File: src/rtl/canbit_pkg.sv
package canbit_pkg;
  typedef enum logic [1:0] {
    SEG_SYNC = 2'd0,
    SEG_TS1  = 2'd1,
    SEG_PH2  = 2'd2
  } seg_e;
endpackage

File: src/rtl/canbit_sync2.sv
module canbit_sync2 #(
  parameter int  STAGES  = 2,
  parameter logic RST_VAL = 1'b1
) (
  input  logic clk,
  input  logic rst_n,
  input  logic d,
  output logic q
);
  logic [STAGES-1:0] sr;

  always_ff @(posedge clk or negedge rst_n) begin
    if (!rst_n) sr <= {STAGES{RST_VAL}};
    else        sr <= {sr[STAGES-2:0], d};
  end

  assign q = sr[STAGES-1];
endmodule

File: src/rtl/canbit_edge.sv
module canbit_edge (
  input  logic clk,
  input  logic rst_n,
  input  logic tq_en,
  input  logic rx_s,
  output logic fall
);
  logic rx_prev;

  always_ff @(posedge clk or negedge rst_n) begin
    if (!rst_n)     rx_prev <= 1'b1;
    else if (tq_en) rx_prev <= rx_s;
  end

  // recessive at the previous quantum, dominant now
  assign fall = tq_en & rx_prev & ~rx_s;
endmodule

File: src/rtl/canbit_seq.sv
module canbit_seq
  import canbit_pkg::*;
#(
  parameter int SEG_W = 4,
  parameter int SJW_W = 3,
  parameter int CNT_W = SEG_W + 2
) (
  input  logic             clk,
  input  logic             rst_n,
  input  logic             tq_en,
  input  logic             rx_s,
  input  logic             fall,
  input  logic             bus_idle,
  input  logic [SEG_W-1:0] prop_len,
  input  logic [SEG_W-1:0] ph1_len,
  input  logic [SEG_W-1:0] ph2_len,
  input  logic [SJW_W-1:0] sjw_len,
  output logic             sample_stb,
  output logic             sample_bit,
  output logic             bit_stb,
  output logic [CNT_W-1:0] ext_cur
);
  localparam logic [CNT_W-1:0] ONE = CNT_W'(1);

  seg_e             seg_q;
  logic [CNT_W-1:0] cnt_q, ext_q, shr_q;
  logic             done_q, samp_q, s_stb_q, b_stb_q;

  logic [CNT_W-1:0] sjw_c, ph2_c, ts1_base, late_err, early_err;
  logic [CNT_W-1:0] ext_n, shr_n, ts1_lim, ph2_lim;
  logic             resync_ok, hard, late, early, early_full, ts1_end, ph2_end;

  always_comb begin
    sjw_c      = CNT_W'(sjw_len);
    ph2_c      = CNT_W'(ph2_len);
    ts1_base   = CNT_W'(prop_len) + CNT_W'(ph1_len);
    late_err   = cnt_q + ONE;
    early_err  = ph2_c - cnt_q;
    hard       = fall & bus_idle;
    resync_ok  = fall & ~bus_idle & ~done_q & samp_q;
    late       = resync_ok && (seg_q == SEG_TS1);
    early      = resync_ok && (seg_q == SEG_PH2);
    early_full = early && (early_err <= sjw_c);
    ext_n      = late ? ((late_err < sjw_c) ? late_err : sjw_c) : ext_q;
    shr_n      = (early && !early_full) ? sjw_c : shr_q;
    ts1_lim    = ts1_base + ext_n;
    ph2_lim    = ph2_c - shr_n;
    ts1_end    = (cnt_q == ts1_lim - ONE);
    ph2_end    = (cnt_q == ph2_lim - ONE);
  end

  always_ff @(posedge clk or negedge rst_n) begin
    if (!rst_n) begin
      seg_q   <= SEG_SYNC;
      cnt_q   <= '0;
      ext_q   <= '0;
      shr_q   <= '0;
      done_q  <= 1'b0;
      samp_q  <= 1'b1;
      s_stb_q <= 1'b0;
      b_stb_q <= 1'b0;
    end else begin
      s_stb_q <= 1'b0;
      b_stb_q <= 1'b0;
      if (tq_en) begin
        if (hard) begin
          seg_q   <= SEG_TS1;
          cnt_q   <= '0;
          ext_q   <= '0;
          shr_q   <= '0;
          done_q  <= 1'b1;
          b_stb_q <= 1'b1;
        end else begin
          unique case (seg_q)
            SEG_SYNC: begin
              seg_q <= SEG_TS1;
              cnt_q <= '0;
            end
            SEG_TS1: begin
              if (ts1_end) begin
                seg_q   <= SEG_PH2;
                cnt_q   <= '0;
                ext_q   <= '0;
                done_q  <= 1'b0;
                samp_q  <= rx_s;
                s_stb_q <= 1'b1;
              end else begin
                cnt_q  <= cnt_q + ONE;
                ext_q  <= ext_n;
                done_q <= done_q | late;
              end
            end
            SEG_PH2: begin
              if (early_full) begin
                seg_q   <= SEG_TS1;
                cnt_q   <= '0;
                shr_q   <= '0;
                done_q  <= 1'b1;
                b_stb_q <= 1'b1;
              end else if (ph2_end) begin
                seg_q   <= SEG_SYNC;
                cnt_q   <= '0;
                shr_q   <= '0;
                b_stb_q <= 1'b1;
              end else begin
                cnt_q  <= cnt_q + ONE;
                shr_q  <= shr_n;
                done_q <= done_q | early;
              end
            end
            default: begin
              seg_q <= SEG_SYNC;
              cnt_q <= '0;
            end
          endcase
        end
      end
    end
  end

  assign sample_stb = s_stb_q;
  assign sample_bit = samp_q;
  assign bit_stb    = b_stb_q;
  assign ext_cur    = ext_q;
endmodule

File: src/rtl/canbit_resync.sv
module canbit_resync #(
  parameter int SEG_W       = 4,
  parameter int SJW_W       = 3,
  parameter int SYNC_STAGES = 2
) (
  input  logic             clk,
  input  logic             rst_n,
  input  logic             tq_en,
  input  logic             rx_in,
  input  logic             bus_idle,
  input  logic [SEG_W-1:0] prop_len,
  input  logic [SEG_W-1:0] ph1_len,
  input  logic [SEG_W-1:0] ph2_len,
  input  logic [SJW_W-1:0] sjw_len,
  output logic             sample_stb,
  output logic             sample_bit,
  output logic             bit_stb
);
  localparam int CNT_W = SEG_W + 2;

  logic             rx_s, fall;
  logic [CNT_W-1:0] ext_cur;

  canbit_sync2 #(.STAGES(SYNC_STAGES), .RST_VAL(1'b1)) u_sync (
    .clk(clk), .rst_n(rst_n), .d(rx_in), .q(rx_s)
  );

  canbit_edge u_edge (
    .clk(clk), .rst_n(rst_n), .tq_en(tq_en), .rx_s(rx_s), .fall(fall)
  );

  canbit_seq #(.SEG_W(SEG_W), .SJW_W(SJW_W), .CNT_W(CNT_W)) u_seq (
    .clk(clk), .rst_n(rst_n), .tq_en(tq_en), .rx_s(rx_s), .fall(fall),
    .bus_idle(bus_idle), .prop_len(prop_len), .ph1_len(ph1_len),
    .ph2_len(ph2_len), .sjw_len(sjw_len), .sample_stb(sample_stb),
    .sample_bit(sample_bit), .bit_stb(bit_stb), .ext_cur(ext_cur)
  );
endmodule

File: config.mk
export PLATFORM = sky130hd
export DESIGN_NAME = canbit_resync
export DESIGN_NICKNAME = d
export VERILOG_FILES = /design/src/rtl/canbit_pkg.sv /design/src/rtl/canbit_sync2.sv /design/src/rtl/canbit_edge.sv /design/src/rtl/canbit_seq.sv /design/src/rtl/canbit_resync.sv
export SDC_FILE = /design/constraint.sdc
export NUM_CORES = 1
export LEC_CHECK = 0
export ABC_AREA = 0
export BUFFER_PORTS_ARGS = -buffer_cell sky130_fd_sc_hd__buf_2
export CAP_MARGIN = 20
export CORE_UTILIZATION = 62
export CTS_CLUSTER_DIAMETER = 30
export CTS_CLUSTER_SIZE = 20
export DETAILED_ROUTE_END_ITERATION = 8
export PLACE_DENSITY = 0.81
export SYNTH_ARGS = -nofsm -noshare
export SYNTH_HDL_FRONTEND = slang
export SYNTH_SLANG_ARGS = --single-unit
File: constraint.sdc
create_clock -name clk -period 9.7 [get_ports clk]
set_clock_uncertainty 0.2 [all_clocks]
set_input_delay 1.94 -clock clk [delete_from_list [all_inputs] [get_ports clk]]
set_output_delay 1.94 -clock clk [all_outputs]
set_load 0.02 [all_outputs]
==> results by group, run 1 <==
Status
  – Status: completed

Setup path
  – Cells along the critical path: buf_2 -> inv_1 -> ha_1 -> fa_1 -> inv_1 -> ha_1 -> nor2b_1 -> o21a_1 -> o21ai_0 -> nor4b_4 -> nor2_1 -> mux2i_1 -> ha_1 -> inv_1 -> fa_1 -> xor2_1 -> nand4_1 -> o41a_1 -> a21oi_4 -> nand2_2 -> mux2_4
  – Crit path DAT: 7030 ps
  – Critical path type: in2reg
  – CP required: 9680 ps
  – Worst R2R Path Depth: 19
  – Critical path's slowest cell: o41a_1
  – Startpoint Class: primary input
  – CP max FO: 6
  – CP Capture Type: flop
  – Crit path largest cell delay: 530 ps

Clock network
  – CTS hold repair buffers: 0
  – Clock Latency Late Sink: 280 ps
  – Clock Tree Root: clkbuf_8
  – Resized Gates After CTS: 0
  – CTS buffer count: 3
  – CTS tree: built
  – Clock Sinks: 27
  – Clock tree buffer depth: 2
  – Postcts setup bufs: 0
  – # H-tree levels: 1
  – Clock slew at reported path FFs: 100 ps

Power and ir drop
  – Net Sw Frac: 41.16%
  – PwrDens: 162.4 nW/um2
  – Sequential share of power: 33.0%
  – Combinational share of power: 51.4%
  – Internal power: 0.0002593 W
  – Worst IR Drop VDD: 0.1307 mV
  – Net Sw Power: 0.0001814 W
  – Clk network pwr share: 15.6%
  – Leak Pwr: 1.312 nW

Route
  – Final ANT Viol Nets: 0
  – Top Metal Used: met4
  – Met1 wire length: 2.464 mm
  – Drt pass-1 iters: 5
  – Met3 routed WL: 315 um
  – WL per Instance: 15.29 um
  – DRC viols: 0
  – WL final: 5.489 mm
  – Metal2 WL: 2.657 mm
  – Vias per cell: 6.031
  – DR vias: 2,165
  – Initial DRC Count: 154

Flow run
  – MaxCap Viol Count: 0

Synth
  – Mean post-synth cell area: 8.605 um2
  – Ys async rst share: 100.0%
  – Post-Syn Area: 2530 um2
  – Post-synth EDFFs: 0
  – Count leader, synth: inv_1
  – Yosys top cell by area: dfrtp_1
  – Synth warn: 0
  – Most used DFF post-synth: dfrtp_1
  – Post-synthesis sequential area ratio: 26.90%
  – Yosys cell types: 56
  – Largest cells by area after synthesis: dfrtp_1, ha_1, xnor2_1
  – Synth top area share: 22.75%
  – Synth Net Count: 349
  – Mapped Cells: 294
  – Seq cells post-synth: 27
  – Synth cell count leaders: inv_1, ha_1, nand2_1, dfrtp_1, nor2_1

STA
  – Relative slew slack: 38.02%
  – Period utilization: 72.64%
  – RSZ-0062 raised after global routing: false
  – Min Clock Period, post-route: 7046 ps
  – Max Clk Rate: 0.1419 GHz
  – Setup TNS: 0 ps
  – Slew at the pin closest to its max-slew limit: 920.0 ps
  – Final Hold Vio Count: 0
  – Slew Viols, Final: 0
  – Final setup vio count: 0

Finish
  – Share of cells above drive strength 1: 12.54%
  – Fill cell count: 286
  – Layout area overhead: 7.221%
  – Area of the multi-input gates: 1680 um2
  – Final Core Density: 71.41%
  – # nets final: 367
  – Register area: 680.7 um2
  – Antenna cells: 0

Placement
  – Gpl congestion: 0.8673
  – Final HPWL from detailed placement: 4.441 mm
  – Buffers on Ports: 22

Floorplan
  – # rows: 22
  – Core Box Area: 3799 um2
  – Die Area: 4340 um2
  – Initial core utilization: 66.60%
  – Die width: 65.88 um
  – I/O Pins: 23
  – Die height: 65.88 um

Global routing
  – Vias in the first global route: 2,027
  – Total grt overflow: 0
  – Initial antenna violation count: 0
  – First-pass GRT wire length: 9.128 mm
  – Largest net degree at the start of global routing: 28
  – Total track usage: 27.67%

Min path
  – Hold Path Class: reg2reg
  – Hold depth: 0
## cells in the final DEF, fill, tap and decap left out, drive strengths merged, types with 3 or more instances in the layout
master  count
fa          4
a21o       11
o22ai       3
dfrtp      23
xor2        8
mux2        3
a21oi      19
clkbuf      3
mux2i       3
nor2       23
inv        36
nand2      25
a211oi      3
o21ai      14
ha         31
buf        22
and2        5
nor3        6
nand3       7
xnor2      16
o21a        3
dfstp       4
## registers in the layout (all words and copies together) (netlist names)
register          cells
u_seq.cnt_q           6
u_seq.ext_cur         6
u_seq.shr_q           6
u_seq.seg_q           2
u_sync.sr             2
u_edge.rx_prev        1
u_seq.bit_stb         1
u_seq.done_q          1
u_seq.sample_bit      1
u_seq.sample_stb      1
## logic make-up after synthesis
kind of cell,after synthesis,share of synthesized area [%]
simple gates,87,17.56
compound gates,71,19.39
buf+inv,44,6.676
fa+ha+maj,35,18.50
flops,27,26.90
xor+xnor,24,8.309
mux,6,2.670
## final timing paths
| check | start | end | slack, ps |
|---|---|---|---|
| max reg2reg | u_seq.cnt_q[0] | u_seq.seg_q[0] | 3850 |
| max in group asynchronous | rst_n | u_seq.shr_q[3] | 7450 |
| min | u_sync.sr[0] | u_sync.sr[1] | 160 |
| max | ph2_len[0] | u_seq.seg_q[0] | 2650 |
| min reg2reg | u_sync.sr[0] | u_sync.sr[1] | 160 |
| min in group asynchronous | rst_n | u_seq.shr_q[2] | 1440 |
## routing by layer
metal	track usage [%]	up-vias
met2	46.56	73
met4	8.152	0
met3	3.966	6
li1	-	1058
met1	36.48	1028
met5	0	-
## worst max-delay path, delay by kind of cell
family                   cells  cell delay, ps
AO/OA/AOI/OAI                4            1300
XOR/XNOR                     1             180
adder cells (fa/ha/maj)      5            1710
buffers and inverters        4             240
multiplexers                 2             560
AND/OR/NAND/NOR              5            1080
## area by class of cell
class	instances	share of cell area (%)
clock buffers	3	1.522
clock inverters	1	0.3229
flip-flops and latches	27	25.09
well taps	48	2.214
repair buffers	22	4.059
inverters	35	4.843
multi-input cells	223	61.95
## power groups by stage
| stage | clock network, W | logic, W | registers [W] |
|---|---|---|---|
| floorplan | 0 | 0.000176 | 0.000142 |
| global placement | 0 | 0.000216 | 0.000146 |
| detailed placement | 0 | 0.000225 | 0.000147 |
| CTS | 0.0000692 | 0.000226 | 0.000145 |
| global route | 0.0000727 | 0.000252 | 0.000148 |
| finish | 0.0000688 | 0.000226 | 0.000145 |
## stage by stage
stage	instances	total power, W	hold WS, ps	cell area (um2)	setup slack (ps)
final	359	0.0004406	161.2	2713	2654
after global routing	359	0.0004722	164.8	2713	2367
after CTS	359	0.0004398	163.6	2713	2737
after detailed placement	355	0.0003713	148.8	2663	2444
after global placement	355	0.0003624	146.0	2663	2724
after floorplan	294	0.0003189	145.2	2530	3177
(Power assumes the default switching activity.)
==> run 2: changes to the inputs <==
CORE_UTILIZATION = 60   (was 62)
PLACE_DENSITY = 0.78   (was 0.81)
clock period = 7.2 ns   (was 9.7 ns; I/O delays follow)
==> results by group, run 2 (synthesis results as in run 1) <==
Route
  – Drt pass-1 iters: 4 (-1)
  – WL final: 5.097 mm (-7.1%)
  – Final ANT Viol Nets: 0 (unchanged)
  – DRC viols: 0 (unchanged)
  – Vias per cell: 5.657 (-6.2%)
  – Initial DRC Count: 131 (-15%)
  – DR vias: 2,042 (-5.7%)
  – WL per Instance: 14.12 um (-7.7%)

Floorplan
  – Die height: 66.94 um (+1.6%)
  – Die Area: 4480 um2 (+3.2%)
  – # rows: 23 (+4.5%)
  – Die width: 66.94 um (+1.6%)
  – Core Box Area: 4029 um2 (+6.1%)
  – Initial core utilization: 62.80% (-3.8 points)
  – I/O Pins: 23 (unchanged)

Setup path
  – CP max FO: 6 (unchanged)
  – Critical path depth: 21 (unchanged)
  – CP Capture Type: flop
  – Worst R2R Path Depth: 19 (unchanged)
  – Critical path's slowest cell: o41a_1
  – Critical path type: in2reg
  – Crit path buffers/inverters: 4 (unchanged)
  – Cell family with most CP delay: adder cells
  – Startpoint Class: primary input
  – Crit path largest cell delay: 530 ps (about the same)
  – Cells along the critical path: buf_2 -> inv_1 -> ha_1 -> fa_1 -> inv_1 -> ha_1 -> nor2b_1 -> o21a_1 -> o21ai_0 -> nor4b_4 -> nor2_1 -> mux2i_1 -> ha_1 -> inv_1 -> fa_1 -> xor2_1 -> nand4_1 -> o41a_1 -> a21oi_4 -> nand2_2 -> mux2_4
  – CP required: 7170 ps (-2510 ps)
  – Crit path DAT: 6310 ps (-720 ps)

Clock network
  – # H-tree levels: 1 (unchanged)
  – Postcts setup bufs: 0 (unchanged)
  – CTS buffer count: 3 (unchanged)
  – Clock Tree Root: clkbuf_8
  – Clock tree buffer depth: 2 (unchanged)
  – Resized Gates After CTS: 0 (unchanged)
  – Clock slew at reported path FFs: 100 ps (about the same)
  – Clock Latency Late Sink: 280 ps (about the same)
  – CTS tree: built
  – Clock Sinks: 27 (unchanged)
  – CTS hold repair buffers: 0 (unchanged)

Global routing
  – Initial antenna violation count: 0 (unchanged)
  – Total track usage: 24.16% (-3.5 points)
  – Total grt overflow: 0 (unchanged)
  – Largest net degree at the start of global routing: 28 (unchanged)
  – First-pass GRT wire length: 8.169 mm (-11%)
  – Vias in the first global route: 1,736 (-14%)

Flow run
  – MaxCap Viol Count: 0 (unchanged)

Power and ir drop
  – Worst IR Drop VDD: 0.1949 mV (+49%)
  – Total power: 0.0005852 W (+33%)
  – PwrDens: 215.5 nW/um2 (+33%)
  – Leak Pwr: 1.312 nW (unchanged)

STA
  – Final setup vio count: 0 (unchanged)
  – Slew at the pin closest to its max-slew limit: 811.2 ps (-108.8 ps)
  – Final Hold Vio Count: 0 (unchanged)
  – Final setup margin: 866.3 ps (-1788 ps)
  – Slew Viols, Final: 0 (unchanged)
  – Setup TNS: 0 ps (unchanged)
  – Period utilization: 87.97%
  – Relative slew slack: 45.35% (+7.3 points)
  – Hold Slack: 166.1 ps (+4.938 ps)
  – Min Clock Period, post-route: 6334 ps
  – RSZ-0062 raised after global routing: false
  – Max Clk Rate: 0.1579 GHz

Status
  – Status: completed

Placement
  – Final HPWL from detailed placement: 4.082 mm (-8.1%)
  – DP Worst Slack: 607.8 ps (-1837 ps)
  – Buffers on Ports: 22 (unchanged)
  – Gpl congestion: 0.8438 (-2.7%)

Finish
  – # nets final: 367 (unchanged)
  – Commonest non-fill, non-tap cell in the layout: inv_1
  – Share of cells above drive strength 1: 12.54% (unchanged)
  – Layout area overhead: 7.319% (about the same)
  – Antenna cells: 0 (unchanged)
  – Most frequent cells in the layout: inv_1, ha_1, nand2_1, nor2_1, dfrtp_1

Min path
  – Hold depth: 0 (unchanged)
  – Hold Path Class: reg2reg
## run 2: final cells by class
class,count,area (um2)
well taps,50,62.56
inverters,35,131.4
repair buffers,22,110.1
multi-input cells,223,1680
clock inverters,1,8.758
flip-flops and latches,27,680.7
clock buffers,3,41.29
fillers,340,1314
## run 2: path summary, 6_finish.rpt
path                                 from                to  slack (ps)
setup / recovery               ph2_len[0]    u_seq.seg_q[0]         870
hold / removal               u_sync.sr[0]      u_sync.sr[1]         170
setup reg to reg           u_seq.cnt_q[0]    u_seq.seg_q[0]        1550
hold reg to reg              u_sync.sr[0]      u_sync.sr[1]         170
max in group asynchronous           rst_n  u_seq.sample_stb        5440
min in group asynchronous           rst_n    u_seq.shr_q[2]         960
## run 2: stage by stage
step | area, um2 | instances | utilization [%]
after floorplan | 2530 | 294 | -
after global placement | 2665 | 357 | 66.15
after detailed placement | 2665 | 357 | 66.15
after CTS | 2715 | 361 | 67.39
after global routing | 2715 | 361 | 67.39
final | 2715 | 361 | 67.39
## run 2: per-layer routing
metal	GRT usage, %	routed length (um)	vias to the layer above
li1	-	-	1052
met1	35.77	2577	941
met2	37.50	2257	45
met3	3.767	230	4
met4	3.191	32	0
met5	0	0	-
## run 2: where the power goes
part	switching, W	total (W)	leakage [nW]	internal (W)
sequential	0.0000236	0.000195	0.355	0.000172
clock	0.0000516	0.0000923	0.0261	0.0000407
combinational	0.000162	0.000298	0.931	0.000136
==> run 3: changes to the inputs <==
CORE_UTILIZATION = 45   (was 60)
PLACE_DENSITY = 0.61   (was 0.78)
SYNTH_HIERARCHICAL = 1   (was not set)
==> results by group, run 3 <==
Status
  – Status: completed

Synth
  – Largest cells by area after synthesis: dfrtp_1, ha_1, xnor2_1
  – Mapped Cells: 288 (-2.0%)
  – Post-synth EDFFs: 0 (unchanged)
  – Synth warn: 6 (+6)
  – Mean post-synth cell area: 8.711 um2 (+1.2%)
  – Post-synthesis sequential area ratio: 27.13% (+0.23 points)
  – Yosys cell types: 59 (+5.4%)
  – Most used DFF post-synth: dfrtp_1
  – Yosys top cell by area: dfrtp_1
  – Synth cell count leaders: inv_1, ha_1, dfrtp_1, nand2_1, a21oi_1
  – Count leader, synth: inv_1
  – Seq cells post-synth: 27 (unchanged)
  – Ys async rst share: 100.0% (unchanged)
  – Synth top area share: 22.94% (+0.19 points)
  – Synth Net Count: 342 (-2.0%)
  – Post-Syn Area: 2509 um2 (-0.84%)

STA
  – Setup TNS: 0 ps (unchanged)
  – Final Hold Vio Count: 0 (unchanged)
  – Min Clock Period, post-route: 6580 ps (+246.1 ps)
  – Slew at the pin closest to its max-slew limit: 763.3 ps (-47.89 ps)
  – Final setup vio count: 0 (unchanged)
  – Period utilization: 91.39% (+3.4 points)
  – Slew Viols, Final: 0 (unchanged)
  – RSZ-0062 raised after global routing: false
  – Relative slew slack: 48.57% (+3.2 points)
  – Max Clk Rate: 0.1520 GHz (-3.7%)

Finish
  – Most frequent cells in the layout: inv_1, ha_1, dfrtp_1, buf_2, nand2_1
  – # nets final: 361 (-1.6%)
  – Antenna cells: 0 (unchanged)
  – Share of cells above drive strength 1: 15.69% (+3.1 points)
  – Final Instance Area: 2724 um2 (+0.32%)
  – Layout area overhead: 8.578%
  – Fill cell count: 512 (+51%)
  – Commonest non-fill, non-tap cell in the layout: inv_1

Global routing
  – Vias in the first global route: 2,038 (+17%)
  – Total grt overflow: 0 (unchanged)
  – Initial antenna violation count: 0 (unchanged)
  – Largest net degree at the start of global routing: 28 (unchanged)
  – Total track usage: 19.96% (-4.2 points)
  – First-pass GRT wire length: 9.549 mm (+17%)

Power and ir drop
  – Net Sw Frac: 41.27% (+0.79 points)
  – Combinational share of power: 48.3% (-2.6 points)
  – Clk network pwr share: 17.3% (+1.5 points)
  – Worst IR Drop VDD: 0.1523 mV (-22%)
  – PwrDens: 201.0 nW/um2 (-6.7%)
  – Leak Pwr: 1.350 nW (+2.9%)
  – Net Sw Power: 0.0002260 W (-4.6%)
  – Sequential share of power: 34.5% (+1.1 points)
  – Internal power: 0.0003215 W (-7.7%)

Setup path
  – Critical path type: in2reg
  – CP max FO: 8 (+2)
  – Critical path's slowest cell: fa_1
  – Crit path buffers/inverters: 5 (+1)
  – CP required: 7170 ps (about the same)
  – Crit path DAT: 6550 ps (+240 ps)
  – Startpoint Class: primary input
  – Crit path largest cell delay: 480 ps (-50 ps)
  – CP Capture Type: flop
  – Cell family with most CP delay: compound AO/OA/AOI/OAI gates
  – Cell repeated most along the worst path: inv_1

Min path
  – Hold Path Class: reg2reg

Route
  – Initial DRC Count: 80 (-39%)
  – WL final: 5.333 mm (+4.6%)
  – DRC viols: 0 (unchanged)
  – DR vias: 2,005 (-1.8%)
  – Vias per cell: 5.332 (-5.7%)
  – Drt pass-1 iters: 4 (unchanged)
  – WL per Instance: 14.18 um (+0.46%)
  – Final ANT Viol Nets: 0 (unchanged)

Clock network
  – CTS tree: built
  – Postcts setup bufs: 0 (unchanged)
  – CTS buffer count: 3 (unchanged)
  – Clock slew at reported path FFs: 100 ps (about the same)
  – Resized Gates After CTS: 0 (unchanged)
  – Clock Latency Late Sink: 280 ps (about the same)
  – Clock tree buffer depth: 2 (unchanged)
  – Clock Tree Root: clkbuf_8
  – Clock Sinks: 27 (unchanged)
  – # H-tree levels: 1 (unchanged)
  – CTS hold repair buffers: 0 (unchanged)

Floorplan
  – # rows: 26 (+13%)
  – Die height: 76.67 um (+15%)
  – Initial core utilization: 47.90% (-15 points)
  – Die width: 76.67 um (+15%)
  – Core Box Area: 5238 um2 (+30%)
  – I/O Pins: 23 (unchanged)
  – Die Area: 5878 um2 (+31%)

Placement
  – Final HPWL from detailed placement: 4.257 mm (+4.3%)
  – Gpl congestion: 0.8861 (+5.0%)
  – DP Area: 2674 um2 (+0.33%)
  – Buffers on Ports: 22 (unchanged)

Flow run
  – MaxCap Viol Count: 0 (unchanged)
## run 3: changes by cell type after synthesis, moves of 4 or more
cell	before	now
nor2b_1	2	7
nor4_1	1	5
inv_1	35	39
nor2_1	23	15
a21o_1	11	7
## run 3: metal layers
metal / vias up / global-route usage, % / part of all wire [%]
met1: 936 / 28.08 / 50
li1: 1023 / - / -
met5: - / 0 / 0
met4: 0 / 3.846 / 1.0
met2: 38 / 32.59 / 45
met3: 8 / 2.857 / 3.8
## run 3: cell families (layout without fill, tap and decap cells)
logic type	after synthesis	after routing	synth area share, %
AO/OA/AOI/OAI	67	67	19.05
XOR/XNOR	22	22	7.681
adder cells (fa/ha/maj)	34	34	18.75
buffers and inverters	49	67	7.581
flip-flops	27	27	27.13
multiplexers	5	5	2.294
AND/OR/NAND/NOR	84	84	17.51
## run 3: worst paths after layout
check / depth (start not counted) / end / start / slack [ps]
max in group asynchronous: 1 / u_seq/shr_q[4] / rst_n / 5430
hold reg to reg: 0 / u_sync/sr[1] / u_sync/sr[0] / 170
setup reg to reg: 23 / u_seq/cnt_q[5] / u_seq/cnt_q[0] / 1340
min in group asynchronous: 1 / u_seq/shr_q[0] / rst_n / 960
setup / recovery: 25 / u_seq/cnt_q[5] / ph2_len[0] / 620
hold / removal: 0 / u_sync/sr[1] / u_sync/sr[0] / 170
## run 3: layout make-up
type / instances / area [um2] / share of cell area [%]
clock inverters: 1 / 8.758 / 0.3215
inverters: 40 / 150.1 / 5.512
clock buffers: 3 / 41.29 / 1.516
flip-flops and latches: 27 / 680.7 / 24.99
well taps: 70 / 87.58 / 3.215
repair buffers: 23 / 117.6 / 4.318
multi-input cells: 212 / 1638 / 60.13
## run 3: metrics by stage
| step | utilization (%) | hold slack (ps) | power, W | worst slack [ps] | cells |
|---|---|---|---|---|---|
| after global routing | 52.01 | 174.3 | 0.0005943 | 200.6 | 376 |
| after CTS | 52.01 | 167.4 | 0.0005505 | 642.9 | 376 |
| after floorplan | - | 145.2 | 0.0003914 | 871.0 | 288 |
| after global placement | 51.05 | 149.6 | 0.0004503 | 484.3 | 372 |
| after detailed placement | 51.05 | 147.5 | 0.0004527 | 347.1 | 372 |
| final | 52.01 | 165.8 | 0.0005475 | 620.2 | 376 |
## run 3: power by group through the flow
stage | sequential (W) | combinational (W) | clock [W]
after global placement | 0.000192 | 0.000258 | 0
after floorplan | 0.000183 | 0.000208 | 0
after detailed placement | 0.000192 | 0.000261 | 0
after CTS | 0.000189 | 0.000263 | 0.0000983
after global routing | 0.000191 | 0.000298 | 0.000105
final | 0.000189 | 0.000264 | 0.0000945
